[src/rtl/wdt_pkg.sv]
package wdt_pkg;
  // Register word addresses
  localparam logic [1:0] ADDR_CTRL = 2'd0;
  localparam logic [1:0] ADDR_CNT  = 2'd1;
  localparam logic [1:0] ADDR_STBY = 2'd2;

  // Strobes from control to datapath
  typedef struct packed {
    logic cntLoad;  // bus write to counter this cycle
    logic cntTick;  // prescaled tick this cycle
    logic rstArm;   // watchdog enabled: wrap raises reset
  } ctrlStrobes_t;
endpackage

[src/rtl/wdt_ctrl.sv]
module wdt_ctrl
  import wdt_pkg::*;
#(
  parameter int SYS_DIV = 8192,
  parameter int SUB_DIV = 32
) (
  input  logic         clk,
  input  logic         rstN,
  input  logic         regWr,
  input  logic [1:0]   regAddr,
  input  logic         wrEnBit,
  input  logic         wrSelBit,
  input  logic         wrFlagBit,
  input  logic         wrStbyBit,
  input  logic         sysTick,
  input  logic         subTick,
  input  logic         wrapEvt,
  output ctrlStrobes_t strb,
  output logic         enable,
  output logic         srcSel,
  output logic         rstFlag,
  output logic         stbyBit
);
  localparam int MAX_DIV = (SYS_DIV > SUB_DIV) ? SYS_DIV : SUB_DIV;
  localparam int PW      = (MAX_DIV > 1) ? $clog2(MAX_DIV) : 1;
  localparam logic [PW-1:0] SYS_LIM = PW'(SYS_DIV - 1);
  localparam logic [PW-1:0] SUB_LIM = PW'(SUB_DIV - 1);

  logic [PW-1:0] prescCnt;
  logic [PW-1:0] prescLim;
  logic          ctrlWr, stbyWr, selChange, rawTick, gated, prescEnd;

  assign ctrlWr    = regWr && (regAddr == ADDR_CTRL);
  assign stbyWr    = regWr && (regAddr == ADDR_STBY);
  assign selChange = ctrlWr && (wrSelBit != srcSel);
  assign rawTick   = srcSel ? subTick : sysTick;
  assign prescLim  = srcSel ? SUB_LIM : SYS_LIM;
  assign prescEnd  = (prescCnt == prescLim);
  // Standby only bites once the watchdog enable is off
  assign gated     = !stbyBit && !enable;

  always_ff @(posedge clk) begin
    if (!rstN) begin
      enable  <= 1'b0;
      srcSel  <= 1'b0;
      rstFlag <= 1'b0;
      stbyBit <= 1'b1;
    end else begin
      if (ctrlWr) begin
        enable <= wrEnBit;
        srcSel <= wrSelBit;
      end
      if (wrapEvt && enable)
        rstFlag <= 1'b1;
      else if (ctrlWr && !wrFlagBit)
        rstFlag <= 1'b0;
      if (stbyWr)
        stbyBit <= wrStbyBit;
    end
  end

  always_ff @(posedge clk) begin
    if (!rstN)
      prescCnt <= '0;
    else if (selChange)
      prescCnt <= '0;
    else if (rawTick && !gated)
      prescCnt <= prescEnd ? '0 : prescCnt + 1'b1;
  end

  always_comb begin
    strb.cntLoad = regWr && (regAddr == ADDR_CNT);
    strb.cntTick = rawTick && !gated && prescEnd && !selChange;
    strb.rstArm  = enable;
  end

  // a stopped block never ticks
  p_gate_blocks_tick_r7: assert property (@(posedge clk) disable iff (!rstN)
    (!stbyBit && !enable) |-> !strb.cntTick);
  // an armed wrap sets the flag
  p_flag_set_r4: assert property (@(posedge clk) disable iff (!rstN)
    (wrapEvt && enable) |=> rstFlag);
  // the flag rises only from an armed wrap
  p_flag_rise_r5: assert property (@(posedge clk) disable iff (!rstN)
    $rose(rstFlag) |-> $past(wrapEvt && enable));
  // a standby request while enabled is stored but does not stop the clock
  p_deferred_r8: assert property (@(posedge clk) disable iff (!rstN)
    (stbyWr && !wrStbyBit && enable && !ctrlWr) |=> (!stbyBit && !gated));
endmodule

[src/rtl/wdt_datapath.sv]
module wdt_datapath
  import wdt_pkg::*;
#(
  parameter int CNT_W = 8
) (
  input  logic             clk,
  input  logic             rstN,
  input  ctrlStrobes_t     strb,
  input  logic [CNT_W-1:0] wrData,
  output logic [CNT_W-1:0] count,
  output logic             wrapEvt,
  output logic             wdtRst
);
  // A load in the same cycle suppresses the wrap
  assign wrapEvt = strb.cntTick && !strb.cntLoad && (&count);

  always_ff @(posedge clk) begin
    if (!rstN) begin
      count  <= '0;
      wdtRst <= 1'b0;
    end else begin
      if (strb.cntLoad)
        count <= wrData;
      else if (strb.cntTick)
        count <= count + 1'b1;
      wdtRst <= wrapEvt && strb.rstArm;
    end
  end

  // no load and no tick keeps the count
  p_hold_r7: assert property (@(posedge clk) disable iff (!rstN)
    (!strb.cntLoad && !strb.cntTick) |=> $stable(count));
  // a load wins over a tick
  p_load_wins_r11: assert property (@(posedge clk) disable iff (!rstN)
    strb.cntLoad |=> (count == $past(wrData)));
  // the pulse lasts one cycle
  p_pulse_one_r4: assert property (@(posedge clk) disable iff (!rstN)
    wdtRst |=> !wdtRst);
  // the pulse coincides with a zero count
  p_pulse_zero_r4: assert property (@(posedge clk) disable iff (!rstN)
    wdtRst |-> (count == '0));
  // a disarmed wrap raises no pulse
  p_no_pulse_unarmed_r6: assert property (@(posedge clk) disable iff (!rstN)
    (wrapEvt && !strb.rstArm) |=> !wdtRst);
endmodule

[src/rtl/wdt_standby_top.sv]
module wdt_standby_top
  import wdt_pkg::*;
#(
  parameter int CNT_W   = 8,
  parameter int SYS_DIV = 8192,
  parameter int SUB_DIV = 32
) (
  input  logic             clk,
  input  logic             rstN,
  input  logic             busWrEn,
  input  logic [1:0]       busAddr,
  input  logic [CNT_W-1:0] busWrData,
  output logic [CNT_W-1:0] busRdData,
  input  logic             sysTick,
  input  logic             subTick,
  output logic             wdtReset
);
  localparam int FLAG_BIT = CNT_W - 1;

  ctrlStrobes_t     strb;
  logic [CNT_W-1:0] count;
  logic             wrapEvt, enable, srcSel, rstFlag, stbyBit;

  wdt_ctrl #(.SYS_DIV(SYS_DIV), .SUB_DIV(SUB_DIV)) u_ctrl (
    .clk(clk), .rstN(rstN), .regWr(busWrEn), .regAddr(busAddr),
    .wrEnBit(busWrData[0]), .wrSelBit(busWrData[1]),
    .wrFlagBit(busWrData[FLAG_BIT]), .wrStbyBit(busWrData[0]),
    .sysTick(sysTick), .subTick(subTick), .wrapEvt(wrapEvt),
    .strb(strb), .enable(enable), .srcSel(srcSel),
    .rstFlag(rstFlag), .stbyBit(stbyBit)
  );

  wdt_datapath #(.CNT_W(CNT_W)) u_dp (
    .clk(clk), .rstN(rstN), .strb(strb), .wrData(busWrData),
    .count(count), .wrapEvt(wrapEvt), .wdtRst(wdtReset)
  );

  always_comb begin
    busRdData = '0;
    case (busAddr)
      ADDR_CTRL: begin
        busRdData[FLAG_BIT] = rstFlag;
        busRdData[1]        = srcSel;
        busRdData[0]        = enable;
      end
      ADDR_CNT:  busRdData    = count;
      ADDR_STBY: busRdData[0] = stbyBit;
      default:   busRdData    = '0;
    endcase
  end
endmodule

[config.mk]
export PLATFORM = sky130hd
export DESIGN_NAME = wdt_standby_top
export DESIGN_NICKNAME = d
export VERILOG_FILES = /design/src/rtl/wdt_pkg.sv /design/src/rtl/wdt_ctrl.sv /design/src/rtl/wdt_datapath.sv /design/src/rtl/wdt_standby_top.sv
export SDC_FILE = /design/constraint.sdc
export NUM_CORES = 1
export LEC_CHECK = 0
export BUFFER_PORTS_ARGS = -buffer_cell sky130_fd_sc_hd__clkbuf_2
export CAP_MARGIN = 25
export CORE_MARGIN = 5
export CORE_UTILIZATION = 55
export CTS_CLUSTER_SIZE = 16
export DETAILED_ROUTE_END_ITERATION = 8
export GPL_ROUTABILITY_DRIVEN = 0
export MAX_ROUTING_LAYER = met4
export PLACE_DENSITY = 0.89
export SLEW_MARGIN = 25
export SYNTH_ARGS = -nofsm -noshare
export SYNTH_HDL_FRONTEND = slang
export SYNTH_SLANG_ARGS = --single-unit
[constraint.sdc]
create_clock -name clk -period 2.43 [get_ports clk]
set_input_delay 0.1215 -clock clk [delete_from_list [all_inputs] [get_ports clk]]
set_output_delay 0.1215 -clock clk [all_outputs]
set_load 0.03 [all_outputs]
==> reports/results.tsv, run 1 <==
stage	metric	value	unit
yosys	Post-synth ARST share	0	%
sta	Highest Clock Rate	0.475	GHz
yosys	post-synthesis cell count	173	
yosys	Main synth FF type	dfxtp_1	
power_and_ir_drop	PD cells	472	mW/mm²
sta	clk_skew	15.0	ps
global_route	Tot GR Track Use	19.1	%
critical_path	Top delay family on crit path	simple AND/OR/NAND/NOR gates	
hold_path	hold path startpoint	busWrData[0]	
routing	DRT Pass-1 Iters	4	
clock_network	CTS Root Cell	clkbuf_4	
power_and_ir_drop	Power Internal	0.000569	W
clock_network	clock-pin slew on the worst setup and hold paths	140	ps
yosys	Synth Area in Adders	1.70	%
clock_network	Num CTS Buffers	3	
yosys	post-synthesis mux area share	5.00	%
final_layout	Core Util, Final	64.5	%
critical_path	CP Data Required Time	2690	ps
power_and_ir_drop	Logic pwr share	11.9	%
critical_path	CP endpoint kind	flop	
critical_path	WP buf/inv	0	
sta	fin crit period	2110	ps
sta	final worst slack	325	ps
power_and_ir_drop	Pwr Total	0.000767	W
die	Die ar.	0.00382	mm²
die	total core area	0.00252	mm²
final_layout	commonest non-fill, non-tap cell in the layout	dfxtp_1	
yosys	register area share after synthesis	35.3	%
sta	Final Hold Violating Endpoints	0	
final_layout	Layout Cells excl Fill	225	
power_and_ir_drop	Sequential Power Share	59.7	%
power_and_ir_drop	Clk pwr share	28.4	%
global_route	grt total ovfl	0	
sta	fin crit share	86.6	%
place	number of port buffers	23	
routing	antenna viol nets, final	0	
critical_path	r2r setup slk	320	ps
yosys	number of synthesized flops with an enable pin	0	
yosys	Yosys Warn Count	0	
global_route	vias in the first global route	1229	
yosys	Avg Inst Size Synth	8.53	µm²
critical_path	Critical path origin	u_ctrl.srcSel	
sta	relative slew slack	66.5	%
clock_network	CTS Hold Bufs	0	
job	Max Cap Viol	0	
routing	DRC Markers	0	
sta	TNS Setup	0	ps
sta	Max Slew Vio Count	0	
global_route	pin count of the biggest net entering global routing	18	
power_and_ir_drop	switching part of the total	25.8	%
final_layout	area grow syn2layout	10.3	%
die	# rows	18	
yosys	XOR/XNOR Fraction of Synth Area	8.31	%
clock_network	H-tree Lvls	1	
place	worst slack, placed	372	ps
critical_path	CP max stage cell	dfxtp_1	
critical_path	WP data arrival	2360	ps
power_and_ir_drop	leakage	0.608	nW
final_layout	fraction of layout cells with a size suffix above 1	19.5	%
final_layout	antenna cells	0	
global_route	first-pass GRT wire length	5290	µm
place	DP Wirelength	2400	µm
critical_path	slowest stage delay, CP	580	ps
yosys	largest family of logic cells by synthesized area	simple AND/OR/NAND/NOR gates	
place	Placed Cells	221	
clock_network	Worst-Skew Late Latency	330	ps
global_route	initial antenna violation count	0	
routing	DR vias/cell	5.79	
outcome	status	finished clean	
routing	routed via count	1302	
critical_path	worst-path cell chain	or4b_1, o21ai_2, nand4_4, or3_1, a31oi_1	
yosys	flops & latches, synth	26	
power_and_ir_drop	Worst VDD drop	0.342	mV
final_layout	Layout Nets	213	
critical_path	startpoint types	flop	
yosys	simple-gate share of the synthesized area	31.8	%
clock_network	cts repair resizes	0	
clock_network	TritonCTS clock tree	built	
clock_network	CTS max path bufs	2	
die	die width	61.8	µm
yosys	Post-Syn Nets	190	
power_and_ir_drop	Net Switching	0.000198	W
die	Ports	24	
critical_path	CP max FO	10	
clock_network	Setup Buffers After CTS	0	
routing	Iteration-0 DRC Markers	62	
yosys	Syn Std Cell Area	0.00148	mm²
final_layout	most frequent cells in the layout	dfxtp_1 (26), clkbuf_2 (23), nor2_1 (18)	
sta	count of final setup violators	0	
hold_path	Hold Path Class	in -> reg	
sta	RSZ-0062 raised after global routing	no	
sta	worst slew pin tran	501	ps
routing	Total Wirelength	3190	µm
clock_network	clk sink count	26	
critical_path	crit path kind	reg -> reg	
die	Initial Util	58.5	%
yosys	post-synth cell types	45	
routing	wire length per cell	14.2	µm
yosys	post-synthesis compound-gate area fraction	14.6	%
critical_path	reg2reg start	u_ctrl.srcSel	
die	Die H	61.8	µm
power groups by stage:
| stage | Combinational, W | Sequential, W | Clock [W] |
|---|---|---|---|
| after global routing | 0.000101 | 0.000461 | 0.000251 |
| after global placement | 0.0000871 | 0.000465 | 0 |
| final | 0.0000916 | 0.000458 | 0.000218 |
| after floorplan | 0.0000663 | 0.000461 | 0 |
| after CTS | 0.0000918 | 0.000457 | 0.000223 |
| after detailed placement | 0.0000914 | 0.000467 | 0 |
sequential cells by signal, summed over array words and instances, names as in the netlist:
name,cells
u_ctrl.rstFlag,1
u_ctrl.stbyBit,1
u_dp.count,8
u_ctrl.prescCnt,13
u_ctrl.enable,1
u_dp.wdtRst,1
u_ctrl.srcSel,1
logic make-up (layout without fill, tap and decap cells):
group | count (synthesis) | count (layout)
AND/OR/NAND/NOR | 82 | 82
AO/OA/AOI/OAI | 34 | 34
flip-flops | 26 | 26
XOR/XNOR | 14 | 14
buffers and inverters | 8 | 30
multiplexers | 7 | 7
adder cells (fa/ha/maj) | 2 | 2
worst min-delay path, stage by stage:
cell	delay, ps
clkbuf_2	100
nand2_1	50
a21boi_0	60
per-stage QoR:
step	hold slack, ps	instance area [µm²]
6_report	36.3	1630
5_1_grt	16.0	1630
4_1_cts	30.0	1630
3_5_place_dp	387	1590
3_3_place_gp	372	1590
2_1_floorplan	247	1480
path summary, 6_finish.rpt:
kind | end | depth (start not counted)
max | u_dp.count[4] | 5
min | u_ctrl.enable | 3
max reg2reg | u_dp.count[4] | 5
min reg2reg | u_ctrl.prescCnt[12] | 2
synthesized netlist by cell type (4+ instances only):
cell type / instances / area share [%]
nand4_1: 5 / 2.1
and2_1: 6 / 2.5
a31oi_1: 4 / 1.7
xnor2_1: 8 / 4.7
o21ai_0: 15 / 5.1
mux2i_1: 6 / 4.1
nand2_1: 15 / 3.8
xor2_1: 6 / 3.6
a21oi_1: 6 / 2.0
or3_1: 5 / 2.1
dfxtp_1: 26 / 35
nand3_1: 10 / 3.4
nor2_1: 18 / 4.6
metal layers:
metal / global-route usage (%) / wire [µm]
met5: - / 0
met4: 5.45 / 25
met3: 4.96 / 134
met2: 32.6 / 1590
met1: 22.0 / 1440
area by class of cell:
type                    instances  area [µm²]
flip-flops and latches         26         520
multi-input cells             139         906
clock buffers                   4        36.3
well taps                      30        37.5
inverters                       3        11.3
fillers                       229         896
repair buffers                 23         115
(Power assumes the default switching activity.)
==> inputs of run 2 (changes only) <==
Settings changed: CORE_MARGIN 5 to unset, SETUP_SLACK_MARGIN set to 0.15.
==> run 2 against run 1 <==
  * Setup slack better by 59 ps
  * Clock skew is 9.5 ps lower
  * Largest cell class unchanged
  * Non-clock buffer count is 1 higher
  * Total power is 4.9% lower
  * Critical endpoint is now u_dp.count[7]
  * Hold slack better by 20 ps
  * Cell count stayed put
  * Via count is 0.77% lower
==> reports/results.tsv, run 2 (same netlist as run 1, synthesis figures left out) <==
stage	metric	value	unit
outcome	status	finished clean	
routing	Total Wirelength	3120	µm
clock_network	CTS max path bufs	2	
global_route	grt total ovfl	0	
die	Ports	24	
final_layout	max reg flops	13	
global_route	first-pass GRT wire length	5120	µm
clock_network	clock-pin slew on the worst setup and hold paths	140	ps
hold_path	Hold Path Class	in -> reg	
critical_path	crit path kind	reg -> reg	
power_and_ir_drop	switching part of the total	26.5	%
sta	final worst slack	383	ps
global_route	pin count of the biggest net entering global routing	18	
routing	DRT Pass-1 Iters	4	
die	total core area	0.00250	mm²
die	Initial Util	59.0	%
critical_path	CP max FO	5	
power_and_ir_drop	PD cells	450	mW/mm²
sta	fin crit share	84.2	%
sta	Max Slew Vio Count	0	
critical_path	CP endpoint kind	flop	
die	Die ar.	0.00289	mm²
power_and_ir_drop	Net Switching	0.000193	W
global_route	initial antenna violation count	0	
clock_network	H-tree Lvls	1	
critical_path	WP data arrival	2270	ps
clock_network	Worst-Skew Late Latency	320	ps
clock_network	clk sink count	26	
final_layout	Top Registers	u_ctrl.prescCnt x13, u_dp.count x8	
place	Post-Place Cell Area	0.00160	mm²
sta	clk_skew	5.42	ps
place	DP Wirelength	2330	µm
critical_path	CP max stage cell	or3_1	
sta	TNS Setup	0	ps
sta	count of final setup violators	0	
place	worst slack, placed	412	ps
power_and_ir_drop	leakage	0.606	nW
global_route	vias in the first global route	1193	
power_and_ir_drop	Worst VDD drop	0.415	mV
critical_path	slowest stage delay, CP	450	ps
sta	Highest Clock Rate	0.489	GHz
critical_path	worst-path cell chain	ha_1, nand4_1, or3_1, nor4_1, mux2i_1, o2bb2ai_1	
sta	relative slew slack	68.8	%
sta	fin crit period	2050	ps
routing	Iteration-0 DRC Markers	14	
sta	RSZ-0062 raised after global routing	no	
die	Die H	53.8	µm
clock_network	cts repair resizes	0	
job	Max Cap Viol	0	
routing	routed via count	1292	
die	die width	53.8	µm
final_layout	post-route cell area	0.00162	mm²
power_and_ir_drop	Clk pwr share	24.8	%
final_layout	Most flops, register	u_ctrl.prescCnt	
clock_network	CTS Hold Bufs	0	
final_layout	most frequent cells in the layout	dfxtp_1 (26), clkbuf_2 (23), nor2_1 (18)	
global_route	Tot GR Track Use	25.0	%
place	number of port buffers	23	
critical_path	Top delay family on crit path	simple AND/OR/NAND/NOR gates	
final_layout	commonest non-fill, non-tap cell in the layout	dfxtp_1	
final_layout	Core Util, Final	64.8	%
final_layout	fraction of layout cells with a size suffix above 1	19.5	%
sta	worst slew pin tran	467	ps
final_layout	Layout Nets	214	
critical_path	WP buf/inv	0	
power_and_ir_drop	Logic pwr share	12.5	%
power_and_ir_drop	Power Internal	0.000536	W
routing	antenna viol nets, final	0	
clock_network	Num CTS Buffers	3	
routing	DRC Markers	0	
final_layout	area grow syn2layout	9.84	%
final_layout	antenna cells	0	
sta	Final Hold Violating Endpoints	0	
routing	wire length per cell	13.9	µm
die	# rows	18	
clock_network	CTS Root Cell	clkbuf_4	
critical_path	startpoint types	flop	
power_and_ir_drop	Pwr Total	0.000729	W
routing	DR vias/cell	5.74	
power_and_ir_drop	Sequential Power Share	62.7	%
critical_path	CP Data Required Time	2660	ps
clock_network	Setup Buffers After CTS	0	
clock_network	TritonCTS clock tree	built	
[run 2: changes by cell type in the layout (fill, tap and decap cells not counted)]
cell      previous run  this run
buf_4                0         1
clkbuf_8             1         0
[run 2: stage by stage]
step,hold slack [ps],cells
floorplan,247,173
finish,56.0,225
global placement,372,222
detailed placement,381,222
CTS,36.9,225
global route,51.9,225
[run 2: metal layers]
| metal | track usage [%] | part of all wire, % |
|---|---|---|
| met3 | 2.82 | 2.2 |
| met1 | 29.0 | 47 |
| met2 | 43.6 | 50 |
| met5 | - | 0 |
| met4 | 9.21 | 0.61 |
[run 2: worst register-to-register path, delay by kind of cell (launching register included)]
family	cells	cell delay (ps)
simple gates	3	1050
flops	1	410
fa+ha+maj	1	220
mux	1	220
compound gates	1	70
[run 2: final cells by class]
| class | count | area, µm² |
|---|---|---|
| Tap cell | 30 | 37.5 |
| Inverter | 3 | 11.3 |
| Multi-Input combinational cell | 139 | 906 |
| Fill cell | 222 | 880 |
| Timing Repair Buffer | 24 | 123 |
| Clock buffer | 3 | 22.5 |
| Sequential cell | 26 | 520 |
[run 2: power by group through the flow]
stage / combinational [W] / clock, W / sequential (W)
floorplan: 0.0000663 / 0 / 0.000461
global placement: 0.0000872 / 0 / 0.000465
detailed placement: 0.0000901 / 0 / 0.000467
CTS: 0.0000912 / 0.000189 / 0.000457
global route: 0.000101 / 0.000201 / 0.000460
finish: 0.0000913 / 0.000181 / 0.000458
[run 2: worst paths after layout]
check	end	slack, ps	from	cells past startpoint
setup / recovery	u_dp.count[7]	380	u_ctrl.prescCnt[0]	6
hold / removal	u_ctrl.stbyBit	60	busWrData[0]	3
hold reg to reg	u_ctrl.prescCnt[12]	510	u_ctrl.prescCnt[12]	2
setup reg to reg	u_dp.count[7]	380	u_ctrl.prescCnt[0]	6
